### src/rtl/rx_dma_pkg.sv
package rx_dma_pkg;
  localparam int STAT_W = 2;
  localparam int PH_W   = 3;

  typedef enum logic [STAT_W-1:0] {
    PS_STOP = 2'b00,
    PS_RUN  = 2'b01,
    PS_SUSP = 2'b10
  } proc_st_t;

  typedef enum logic [PH_W-1:0] {
    PH_IDLE,
    PH_FETCH,
    PH_WAIT,
    PH_STORE,
    PH_COPY,
    PH_CLOSE
  } phase_t;
endpackage

### src/rtl/rx_work_seq.sv
module rx_work_seq
  import rx_dma_pkg::*;
(
  input  logic clk_i,
  input  logic rst_ni,
  input  logic launch_i,
  input  logic abort_i,
  input  logic desc_ack_i,
  input  logic desc_own_i,
  input  logic frame_seen_i,
  input  logic frame_end_i,
  input  logic xfer_done_i,
  input  logic wb_ack_i,
  output logic desc_req_o,
  output logic mii_en_o,
  output logic xfer_req_o,
  output logic wb_req_o,
  output logic no_desc_o,
  output logic close_o,
  output logic in_frame_o
);
  phase_t phase_q, phase_d;

  always_comb begin
    phase_d = phase_q;
    unique case (phase_q)
      PH_FETCH: if (desc_ack_i)   phase_d = desc_own_i ? PH_WAIT : PH_IDLE;
      PH_WAIT:  if (frame_seen_i) phase_d = PH_STORE;
      PH_STORE: if (frame_end_i)  phase_d = PH_COPY;
      PH_COPY:  if (xfer_done_i)  phase_d = PH_CLOSE;
      PH_CLOSE: if (wb_ack_i)     phase_d = PH_FETCH;
      default:  phase_d = phase_q;
    endcase
    if (launch_i) phase_d = PH_FETCH;
    if (abort_i)  phase_d = PH_IDLE;
  end

  always_ff @(posedge clk_i or negedge rst_ni) begin
    if (!rst_ni) phase_q <= PH_IDLE;
    else         phase_q <= phase_d;
  end

  assign desc_req_o = (phase_q == PH_FETCH);
  assign mii_en_o   = (phase_q == PH_STORE);
  assign xfer_req_o = (phase_q == PH_COPY);
  assign wb_req_o   = (phase_q == PH_CLOSE);
  assign no_desc_o  = desc_req_o & desc_ack_i & ~desc_own_i;
  assign close_o    = wb_req_o & wb_ack_i;
  assign in_frame_o = mii_en_o | xfer_req_o | wb_req_o;

  AST_COPY_AFTER_STORE: assert property (@(posedge clk_i) disable iff (!rst_ni)
    $rose(xfer_req_o) |-> $past(mii_en_o && frame_end_i));
  AST_CLOSE_AFTER_COPY: assert property (@(posedge clk_i) disable iff (!rst_ni)
    $rose(wb_req_o) |-> $past(xfer_req_o && xfer_done_i));
  AST_STORE_AFTER_SEEN: assert property (@(posedge clk_i) disable iff (!rst_ni)
    $rose(mii_en_o) |-> $past(frame_seen_i));
endmodule

### src/rtl/rx_proc_fsm.sv
module rx_proc_fsm
  import rx_dma_pkg::*;
(
  input  logic     clk_i,
  input  logic     rst_ni,
  input  logic     cmd_start_i,
  input  logic     cmd_stop_i,
  input  logic     cmd_reset_i,
  input  logic     cmd_poll_i,
  input  logic     frame_seen_i,
  input  logic     no_desc_i,
  input  logic     close_i,
  input  logic     in_frame_i,
  output proc_st_t state_o,
  output logic     launch_o,
  output logic     abort_o,
  output logic     rbu_o
);
  proc_st_t st_q, st_d;
  logic     pend_q, pend_d;
  logic     rbu_q;

  always_comb begin
    st_d     = st_q;
    pend_d   = pend_q;
    launch_o = 1'b0;
    abort_o  = 1'b0;
    if (cmd_reset_i) begin
      st_d    = PS_STOP;
      pend_d  = 1'b0;
      abort_o = 1'b1;
    end else begin
      unique case (st_q)
        PS_STOP: if (cmd_start_i && !cmd_stop_i) begin
          st_d     = PS_RUN;
          launch_o = 1'b1;
        end
        PS_RUN: begin
          if (close_i && (cmd_stop_i || pend_q)) begin
            st_d    = PS_STOP;
            pend_d  = 1'b0;
            abort_o = 1'b1;
          end else if (cmd_stop_i && !in_frame_i) begin
            st_d    = PS_STOP;
            abort_o = 1'b1;
          end else if (cmd_stop_i) begin
            pend_d  = 1'b1;  // defer until descriptor closes
          end else if (no_desc_i) begin
            st_d    = PS_SUSP;
          end
        end
        PS_SUSP: begin
          if (cmd_stop_i) begin
            st_d    = PS_STOP;
            abort_o = 1'b1;
          end else if (cmd_poll_i || frame_seen_i) begin
            st_d     = PS_RUN;
            launch_o = 1'b1;
          end
        end
        default: st_d = PS_STOP;
      endcase
    end
  end

  always_ff @(posedge clk_i or negedge rst_ni) begin
    if (!rst_ni) begin
      st_q   <= PS_STOP;
      pend_q <= 1'b0;
      rbu_q  <= 1'b0;
    end else begin
      st_q   <= st_d;
      pend_q <= pend_d;
      rbu_q  <= (st_q != PS_SUSP) && (st_d == PS_SUSP);
    end
  end

  assign state_o = st_q;
  assign rbu_o   = rbu_q;

  AST_RESET_WINS: assert property (@(posedge clk_i) disable iff (!rst_ni)
    cmd_reset_i |=> st_q == PS_STOP);
  AST_RBU_ONE_CYCLE: assert property (@(posedge clk_i) disable iff (!rst_ni)
    rbu_q |=> !rbu_q);
  AST_SUSP_ENTRY_FLAGGED: assert property (@(posedge clk_i) disable iff (!rst_ni)
    (st_q == PS_SUSP && $past(st_q) != PS_SUSP) |-> rbu_q);
  AST_RUN_NEEDS_CMD: assert property (@(posedge clk_i) disable iff (!rst_ni)
    (st_q == PS_RUN && $past(st_q) == PS_STOP) |-> $past(cmd_start_i));
  AST_SUSP_STOP: assert property (@(posedge clk_i) disable iff (!rst_ni)
    (st_q == PS_SUSP && cmd_stop_i && !cmd_reset_i) |=> st_q == PS_STOP);
endmodule

### src/rtl/rx_dma_ctrl.sv
module rx_dma_ctrl
  import rx_dma_pkg::*;
(
  input  logic              clk_i,
  input  logic              rst_ni,
  input  logic              cmd_start_i,
  input  logic              cmd_stop_i,
  input  logic              cmd_reset_i,
  input  logic              cmd_poll_i,
  input  logic              frame_seen_i,
  input  logic              frame_end_i,
  output logic              desc_req_o,
  input  logic              desc_ack_i,
  input  logic              desc_own_i,
  output logic              mii_en_o,
  output logic              xfer_req_o,
  input  logic              xfer_done_i,
  output logic              wb_req_o,
  input  logic              wb_ack_i,
  output logic [STAT_W-1:0] status_o,
  output logic              rbu_o
);
  proc_st_t st;
  logic     launch, abort, no_desc, close_evt, in_frame;

  rx_proc_fsm u_proc (
    .clk_i       (clk_i),
    .rst_ni      (rst_ni),
    .cmd_start_i (cmd_start_i),
    .cmd_stop_i  (cmd_stop_i),
    .cmd_reset_i (cmd_reset_i),
    .cmd_poll_i  (cmd_poll_i),
    .frame_seen_i(frame_seen_i),
    .no_desc_i   (no_desc),
    .close_i     (close_evt),
    .in_frame_i  (in_frame),
    .state_o     (st),
    .launch_o    (launch),
    .abort_o     (abort),
    .rbu_o       (rbu_o)
  );

  rx_work_seq u_seq (
    .clk_i       (clk_i),
    .rst_ni      (rst_ni),
    .launch_i    (launch),
    .abort_i     (abort),
    .desc_ack_i  (desc_ack_i),
    .desc_own_i  (desc_own_i),
    .frame_seen_i(frame_seen_i),
    .frame_end_i (frame_end_i),
    .xfer_done_i (xfer_done_i),
    .wb_ack_i    (wb_ack_i),
    .desc_req_o  (desc_req_o),
    .mii_en_o    (mii_en_o),
    .xfer_req_o  (xfer_req_o),
    .wb_req_o    (wb_req_o),
    .no_desc_o   (no_desc),
    .close_o     (close_evt),
    .in_frame_o  (in_frame)
  );

  assign status_o = st;

  AST_NODESC_SUSPENDS: assert property (@(posedge clk_i) disable iff (!rst_ni)
    (desc_req_o && desc_ack_i && !desc_own_i && !cmd_reset_i && !cmd_stop_i)
      |=> status_o == PS_SUSP);
  AST_STOP_DEFERRED: assert property (@(posedge clk_i) disable iff (!rst_ni)
    (xfer_req_o && cmd_stop_i && !cmd_reset_i) |=> status_o == PS_RUN);
  AST_STOPPED_QUIET: assert property (@(posedge clk_i) disable iff (!rst_ni)
    (status_o != PS_RUN) |-> !(desc_req_o || mii_en_o || xfer_req_o || wb_req_o));
endmodule

### config.mk
export PLATFORM = sky130hd
export DESIGN_NAME = rx_dma_ctrl
export DESIGN_NICKNAME = d
export VERILOG_FILES = /design/src/rtl/rx_dma_pkg.sv /design/src/rtl/rx_work_seq.sv /design/src/rtl/rx_proc_fsm.sv /design/src/rtl/rx_dma_ctrl.sv
export SDC_FILE = /design/constraint.sdc
export NUM_CORES = 1
export LEC_CHECK = 0
export BUFFER_PORTS_ARGS = -buffer_cell sky130_fd_sc_hd__buf_2
export CAP_MARGIN = 15
export CORE_MARGIN = 8
export CORE_UTILIZATION = 40
export DETAILED_ROUTE_END_ITERATION = 12
export HOLD_SLACK_MARGIN = 0.06
export PLACE_DENSITY = 0.66
export SYNTH_ARGS = -nofsm -noshare
export SYNTH_HDL_FRONTEND = slang
export SYNTH_SLANG_ARGS = --single-unit
### constraint.sdc
create_clock -name clk_i -period 4.63 [get_ports clk_i]
set_input_delay 0.463 -clock clk_i [delete_from_list [all_inputs] [get_ports clk_i]]
set_output_delay 0.463 -clock clk_i [all_outputs]
set_load 0.02 [all_outputs]
Yosys cells after proc, flatten, opt, wreduce, memory -nomap -nowiden. Cells that the tools add are included.

Register bits: 7. Output and inout bits: 7. Logic and storage cells: 72.

Eq/ne operators: 15. Muxes and demuxes: 33. Bitwise logic cells: 6. Reductions and logical operators: 14.

Operators by type and width (number): 3-bit two-way mux (7); 4-bit != test, second input constant (5); 2-bit two-way mux (9); 3-bit case mux with 5 select lines (1); 1-bit two-way mux (13); 7-bit nonzero test (1); 3-bit by 2-bit == test with 1-bit output, second input constant (2); 3-bit == test, second input constant (2); 2-bit case mux with 3 select lines (1); 6-bit AND reduction (1); 2-bit == test, second input constant (2); 1-bit logical AND (4); 1-bit case mux with 2 select lines (2); 1-bit AND (3); 3-bit by 1-bit == test with 1-bit output, second input constant (1); 3-bit by 2-bit != test with 1-bit output, second input constant (1); 3-bit AND reduction (1); 3-bit nonzero test (1); 2-bit by 1-bit == test with 1-bit output, second input constant (1); 1-bit zero test (2); 2-bit zero test (1); 1-bit logical OR (2); 2-bit != test, second input constant (1); 1-bit OR (2); other kinds (2) (2).

Logic depth before layout (Yosys ltp). Gate-level depths: netlist of the first run.

Depth after elaboration: 11. Mapped depth: 7. Gate-level depth less buffers: 7.

Hierarchy. From an unflattened synthesis of the first run, not the netlist that was laid out.

Cells, all modules: 81. Area, all modules: 708.2 µm².

By module, submodules not included: rx_work_seq (instances 1, cells an instance 45, area each 376.6 µm², sequential area each 75.1 µm²); rx_proc_fsm (instances 1, cells an instance 36, area each 331.6 µm², sequential area each 100.1 µm²).

Least setup slack after synthesis of the first run. OpenSTA, ideal clock, no wires.

Path kind: register to register. Start point: register u_proc.st_q[0], in the netlist u_proc.state_o[0]. End point: register u_proc.rbu_q, in the netlist u_proc.rbu_o. Arrival time: 1.587 ns. Required time: 4.532 ns. Slack: 2.945 ns. Cell stages (with the launch flop): 8. Buffers on the path: 0. Clock period less this slack: 1.685 ns. Cells stage by stage: dfrtp_1 > inv_1 > ha_1 > nor2b_1 > o21ai_0 > nand2_1 > a31oi_4 > nor4bb_2.

Longest elaborated chain between the ends: 8. Elaborated cells between the ends (all ways): 15. Those cells by class: eq/ne (4); mux (9); reduce/logical (2).

Ends and longest elaborated chain: start, declared (RTL line rx_proc_fsm.sv:19) `proc_st_t st_q, st_d;`; start signal, assigned (RTL line rx_proc_fsm.sv:72) `st_q <= st_d;`; 2-bit two-way mux (RTL line rx_proc_fsm.sv:48) `end else if (no_desc_i) begin`; 2-bit two-way mux (RTL line rx_proc_fsm.sv:46) `end else if (cmd_stop_i) begin`; 2-bit two-way mux (RTL line rx_proc_fsm.sv:43) `end else if (cmd_stop_i && !in_frame_i) begin`; 2-bit two-way mux (RTL line rx_proc_fsm.sv:39) `if (close_i && (cmd_stop_i || pend_q)) begin`; 2-bit case mux with 3 select lines (RTL line rx_proc_fsm.sv:33) `unique case (st_q)`; 2-bit two-way mux (RTL line rx_proc_fsm.sv:28) `if (cmd_reset_i) begin`; 2-bit == test (RTL line rx_proc_fsm.sv:74) `rbu_q <= (st_q != PS_SUSP) && (st_d == PS_SUSP);`; 1-bit logical AND * (RTL line rx_proc_fsm.sv:74); end signal, assigned (RTL line rx_proc_fsm.sv:74); end, declared (RTL line rx_proc_fsm.sv:21) `logic rbu_q;`.

Mark *: on every way between the ends. The rest lies on a longest branch, timed or not. A chain may end at the register's enable or synchronous reset.

Worst setup path after layout of the first run.
Start point: register u_seq.phase_q[0]. End point: output desc_req_o.

Longest elaborated chain between the ends: 1.

Ends and longest elaborated chain: start, declared (RTL line rx_work_seq.sv:22) `phase_t phase_q, phase_d;`; start signal, assigned (RTL line rx_work_seq.sv:40) `else phase_q <= phase_d;`; 3-bit by 1-bit == test with 1-bit output (RTL line rx_work_seq.sv:43) `assign desc_req_o = (phase_q == PH_FETCH);`; end, declared (RTL line rx_dma_ctrl.sv:12) `output logic desc_req_o,`.

No other way between the ends.

==> results.cfg, run 1 <==
[run_status]
status = completed

[hold_path]
min_delay_path_depth = 2
min_path_type = in -> reg

[synth]
synth_top_area_share_pct = 25.59
ys_ff_latch = 7
synth_nets = 98
synth_seq_area_share_pct = 25.59
yosysTopAreaCell = dfrtp_1
synth_edf_count = 0
syn-cell-area_um2 = 684.4
synthTopCellsByArea = dfrtp_1 (26%), ha_1 (9.1%), nand2_1 (4.9%)
yosys_warnings = 0
async_flop_share_pct = 100.0
netlist_instances = 81
synth_ff_type = dfrtp_1
ys_types = 33
post_synth.cell_area_avg_um2 = 8.449

[floorplanning]
die_h_um = 57.37
design.core.area_um2 = 1670
die_area_um2 = 3291
start_util_pct = 40.97
io-pin-count = 19
fp-row-count = 15
die_x_um = 57.37

[worst_setup_path]
startpoint_type = flop
max_stage_delay_ns = 0.54
path_max_fanout = 11
path_class = reg -> out
cp_slowest_cell = dfrtp_1
critical-path-top-delay-family = flip-flops
cp_cell_sequence = inv_1 > nor3_1 > buf_2
path_buf_inv = 2
required_ns = 4.17
critPathCaptureType = output port
cp_data_arrival_time_ns = 1.36
path_depth = 3
ff2ff_path_depth = 7

[power_and_ir_drop]
power_density_nw_per_um2 = 241.4
p_total_uw = 192.4
irDropWorstVdd_uv = 111.1
total_leakage_power_uw = 0.0003894

[global_route]
grt_util_all_layers_pct = 10.24
antenna_found_initial = 0
overflow = 0
grt_pass1_wl_mm = 2.711
grt_pass1_vias = 644
grt_max_degree = 12

[clock_tree]
clkSinkCount = 7
clock-root-buffer = clkbuf_4
hold_buffers = 1
clk_pin_slew_ns = 0.05
insertion_delay_ns = 0.26
cts_tree = done
h-tree-depth = 1
post_cts_buffers = 0
clk_path_buf_depth = 2
numCtsBuffers = 3
cts_repair_resize_count = 0

[detailed_routing]
drcViolationCount = 0
vias_per_cell = 5.496
wl_per_cell_um = 13.60
first_iter_violations = 14
first_pass_iters = 4
vias = 643
drtAntennaViolNets = 0
routed_wl_mm = 1.591

[placement]
io_buffers = 18
dp_hpwl_mm = 1.264
place.gp.congestion = 0.7872

[sta]
grt_setup_unrepaired = no
max_freq_mhz = 549.6
final_max_slew_viol_count = 0
worst_pin_slew_ns = 0.3820
post-route-min-period_ns = 1.820
setup_violations = 0
slew_headroom_pct = 74.53
skew_ns = 0.006297
final.period_utilization_pct = 39.30
finalHoldViolCount = 0
finalSetupTns_ns = 0

[finish]
syn2layout_area_growth_pct = 16.45
fin_nets = 118
layout_commonest_cell = buf_2
diodes = 0
multi_input_area_um2 = 447.9
seqCellArea_um2 = 175.2
fillCellCount = 164
layout-drive-gt1-share_pct = 31.00
final_cell_mix = buf_2 (18), nand2_1 (9), dfrtp_1 (7)

[job]
maxCapViolCount = 0
-- worst reg2reg max path, cell delays in order (launching register included) --
cell,delay (ns)
dfrtp_1,0.47
inv_1,0.11
ha_1,0.28
nor2b_1,0.16
o21ai_0,0.14
nand2_1,0.10
a31oi_4,0.16
nor4bb_2,0.23
-- cell type report --
class,count,area share (%)
clock buffers,4,3.297
inverters,7,3.297
repair buffers,19,12.56
flip-flops and latches,7,21.98
multi-input cells,63,56.20
well taps,17,2.669
-- cells in the mapped netlist, drive strengths merged, types with 2 or more instances --
library cell	n
buf	4
ha	5
nor2	5
nand3	2
a31oi	5
a211oi	3
nor3	5
dfrtp	7
a211o	2
inv	7
nand2b	2
nand2	10
a21oi	6
o21ai	7
-- path summary, 6_finish.rpt --
kind                                         from       endpoint  slack (ns)
min in group asynchronous                  rst_ni   u_proc.rbu_o        0.57
max in group asynchronous                  rst_ni  u_proc.pend_q        3.88
worst min register to register      u_proc.pend_q  u_proc.pend_q        0.61
worst max-delay path             u_seq.phase_q[0]     desc_req_o        2.81
worst min-delay path                  cmd_reset_i  u_proc.pend_q        0.46
worst max register to register  u_proc.state_o[0]   u_proc.rbu_o        2.88
-- cells by family after synthesis --
| family | Yosys count | synth area share, % |
|---|---|---|
| compound gates | 26 | 27.06 |
| flops | 7 | 25.59 |
| simple gates | 32 | 29.25 |
| buf+inv | 11 | 8.957 |
| fa+ha+maj | 5 | 9.141 |
-- registers in the layout, indices dropped and copies added, names as in the netlist --
name            flops
u_proc.state_o      2
u_seq.phase_q       3
u_proc.pend_q       1
u_proc.rbu_o        1
-- metrics by stage --
| step | setup slack (ns) | hold WS (ns) | instances | util [%] | instance area (um2) |
|---|---|---|---|---|---|
| 5_1_grt | 2.647 | 0.4652 | 117 | 47.72 | 797.0 |
| 2_1_floorplan | 2.945 | 0.1674 | 81 | - | 684.4 |
| 3_5_place_dp | 2.890 | 0.3136 | 112 | 45.54 | 760.7 |
| 6_report | 2.810 | 0.4641 | 117 | 47.72 | 797.0 |
| 4_1_cts | 2.790 | 0.4542 | 117 | 47.72 | 797.0 |
| 3_3_place_gp | 2.924 | 0.3112 | 112 | 45.54 | 760.7 |
-- routing by layer --
| layer | global-route usage [%] | share of wire (%) | vias up |
|---|---|---|---|
| li1 | - | - | 329 |
| met1 | 11.38 | 46 | 300 |
| met2 | 17.52 | 48 | 11 |
| met3 | 4.484 | 4.8 | 3 |
| met4 | 2.143 | 0.75 | 0 |
| met5 | 0 | 0 | - |
-- power breakdown --
group / switching, uW / total [uW] / internal (uW)
logic: 33.7 / 60.2 / 26.5
registers: 11.0 / 76.0 / 65.0
clock network: 23.3 / 56.2 / 32.9
total: 67.9 / 192 / 124
No activity file was read; power rests on OpenSTA's default activity.
==> run 2, diff against run 1 <==
clock period = 1.8 ns   (was 4.63 ns; I/O delays follow)
==> run 2 against run 1 <==
Sequential share of layout area decreased by 0.51 points; first-iteration DRC count fell by 29%; routed wire length shrank 7.5%; worst setup slack worse by 2.7 ns; cell area rose by 2.4%; utilization up 1.1 points; via count fell by 3.0%; sequential power rose to 2.5 times the previous value; global-route usage is 0.32 points lower; clock power increased to 2.5 times the previous value; non-clock buffer count increased by 1.
==> results.cfg, run 2 (synthesized netlist as in run 1, its figures left out) <==
[sta]
setup_violations = 0
final.period_utilization_pct = 91.82
finalHoldViolCount = 0
max_freq_mhz = 605.1
grt_setup_unrepaired = no
finalSetupTns_ns = 0
post-route-min-period_ns = 1.653
slew_headroom_pct = 73.52
worst_pin_slew_ns = 0.3972
skew_ns = 0.001887
final_max_slew_viol_count = 0

[run_status]
status = completed

[finish]
layout_commonest_cell = buf_2
diodes = 0
fillCellCount = 169
stdcell_count = 118
layout-drive-gt1-share_pct = 32.67
fin_util_pct = 48.84
largest_register_ffs = 3
syn2layout_area_growth_pct = 19.20
fin_nets = 119
final_cell_mix = buf_2 (18), nand2_1 (9), dfrtp_1 (7)
regMostFlops = u_seq.phase_q

[worst_setup_path]
max_stage_delay_ns = 0.50
path_max_fanout = 11
startpoint_type = flop
cp_cell_sequence = nand2b_1 > a211oi_2 > o21ai_1 > or3_1 > a31oi_1
cp_data_arrival_time_ns = 1.83
path_class = reg -> reg
cp_slowest_cell = dfrtp_1
required_ns = 1.98
critPathCaptureType = flop

[floorplanning]
die_x_um = 57.37
fp-row-count = 15
io-pin-count = 19
design.core.area_um2 = 1670
die_h_um = 57.37
die_area_um2 = 3291
start_util_pct = 40.97

[power_and_ir_drop]
p_sw_share_pct = 34.44
p_comb_share_pct = 32.0
switchingPower_uw = 170.4
irDropWorstVdd_uv = 420.7
total_leakage_power_uw = 0.0003948
clkPwrFrac_pct = 28.9
p_int_uw = 324.3
power_density_nw_per_um2 = 606.4
pwr-share-seq_pct = 39.0

[placement]
dp_hpwl_mm = 1.216
dpl.cell_count = 113
place.gp.congestion = 0.7677
io_buffers = 18

[detailed_routing]
vias_per_cell = 5.288
vias = 624
drtAntennaViolNets = 0
wl_per_cell_um = 12.47
first_iter_violations = 10
drcViolationCount = 0
routed_wl_mm = 1.472
first_pass_iters = 4

[clock_tree]
insertion_delay_ns = 0.26
clk_pin_slew_ns = 0.05
clkSinkCount = 7
post_cts_buffers = 0
cts_tree = done
clock-root-buffer = clkbuf_4
h-tree-depth = 1
numCtsBuffers = 3
clk_path_buf_depth = 2

[global_route]
grt_pass1_vias = 610
grt_pass1_wl_mm = 2.615
grt_util_all_layers_pct = 9.918
grt_max_degree = 12
antenna_found_initial = 0
overflow = 0

[hold_path]
min_path_type = in -> reg

[job]
maxCapViolCount = 0
run 2: changes by cell type in the layout (fill, tap and decap cells not counted):
| cell | before | now |
|---|---|---|
| ha_2 | 0 | 1 |
| nor4bb_4 | 0 | 1 |
| ha_1 | 5 | 4 |
| nor4bb_2 | 1 | 0 |
| buf_4 | 0 | 1 |
run 2: final cells by class:
type	count	area (um2)	area share (%)
multi-input combinational	63	459.2	56.29
sequential	7	175.2	21.47
timing repair buffer	20	107.6	13.19
clock buffer	4	26.28	3.221
inverter	7	26.28	3.221
tap	17	21.27	2.607
run 2: power groups by stage:
stage,Clock [uW],Combinational (uW),Sequential [uW]
4_1_cts,148,158,194
3_5_place_dp,0,156,196
5_1_grt,155,176,197
6_report,143,158,193
3_3_place_gp,0,156,196
2_1_floorplan,0,140,180
run 2: layer usage:
layer,GRT usage [%],share of wire (%),vias up
li1,-,-,332
met1,11.75,45,280
met2,15.76,48,9
met4,1.071,0.75,0
met5,0,0,-
met3,5.381,5.7,3
run 2: per-stage QoR:
step | hold WS, ns | area [um2] | power [uW] | worst slack (ns)
after floorplan | -0.1156 | 684.4 | 319.2 | 0.1155
after global placement | 0.02615 | 768.2 | 352.0 | 0.1408
after detailed placement | 0.02457 | 768.2 | 352.2 | 0.1607
after CTS | 0.1679 | 804.5 | 499.7 | 0.1485
after global routing | 0.1929 | 815.8 | 527.8 | 0.01810
final | 0.1772 | 815.8 | 494.7 | 0.1473
run 2: repair_timing:
item	CTS	global route
endpoints found under the setup margin	0	1
hold buffers	1	0
resized for setup	0	2
hold endpoints to repair	7	0
run 2: critical path: cells and delay by family, from the launching register on:
kind	cells	cell delay (ns)
flip-flops	1	0.50
AND/OR/NAND/NOR	2	0.57
AO/OA/AOI/OAI	3	0.51
run 2: final timing paths:
kind | endpoint | depth (start not counted) | start | slack [ns]
min in group asynchronous | u_proc.rbu_o | 2 | rst_ni | 0.29
worst max-delay path | u_seq.phase_q[0] | 5 | u_seq.phase_q[0] | 0.15
worst max register to register | u_seq.phase_q[0] | 5 | u_seq.phase_q[0] | 0.15
worst min register to register | u_proc.pend_q | 2 | u_proc.pend_q | 0.65
worst min-delay path | u_proc.pend_q | 2 | cmd_reset_i | 0.18
max in group asynchronous | u_seq.phase_q[1] | 2 | rst_ni | 1.35
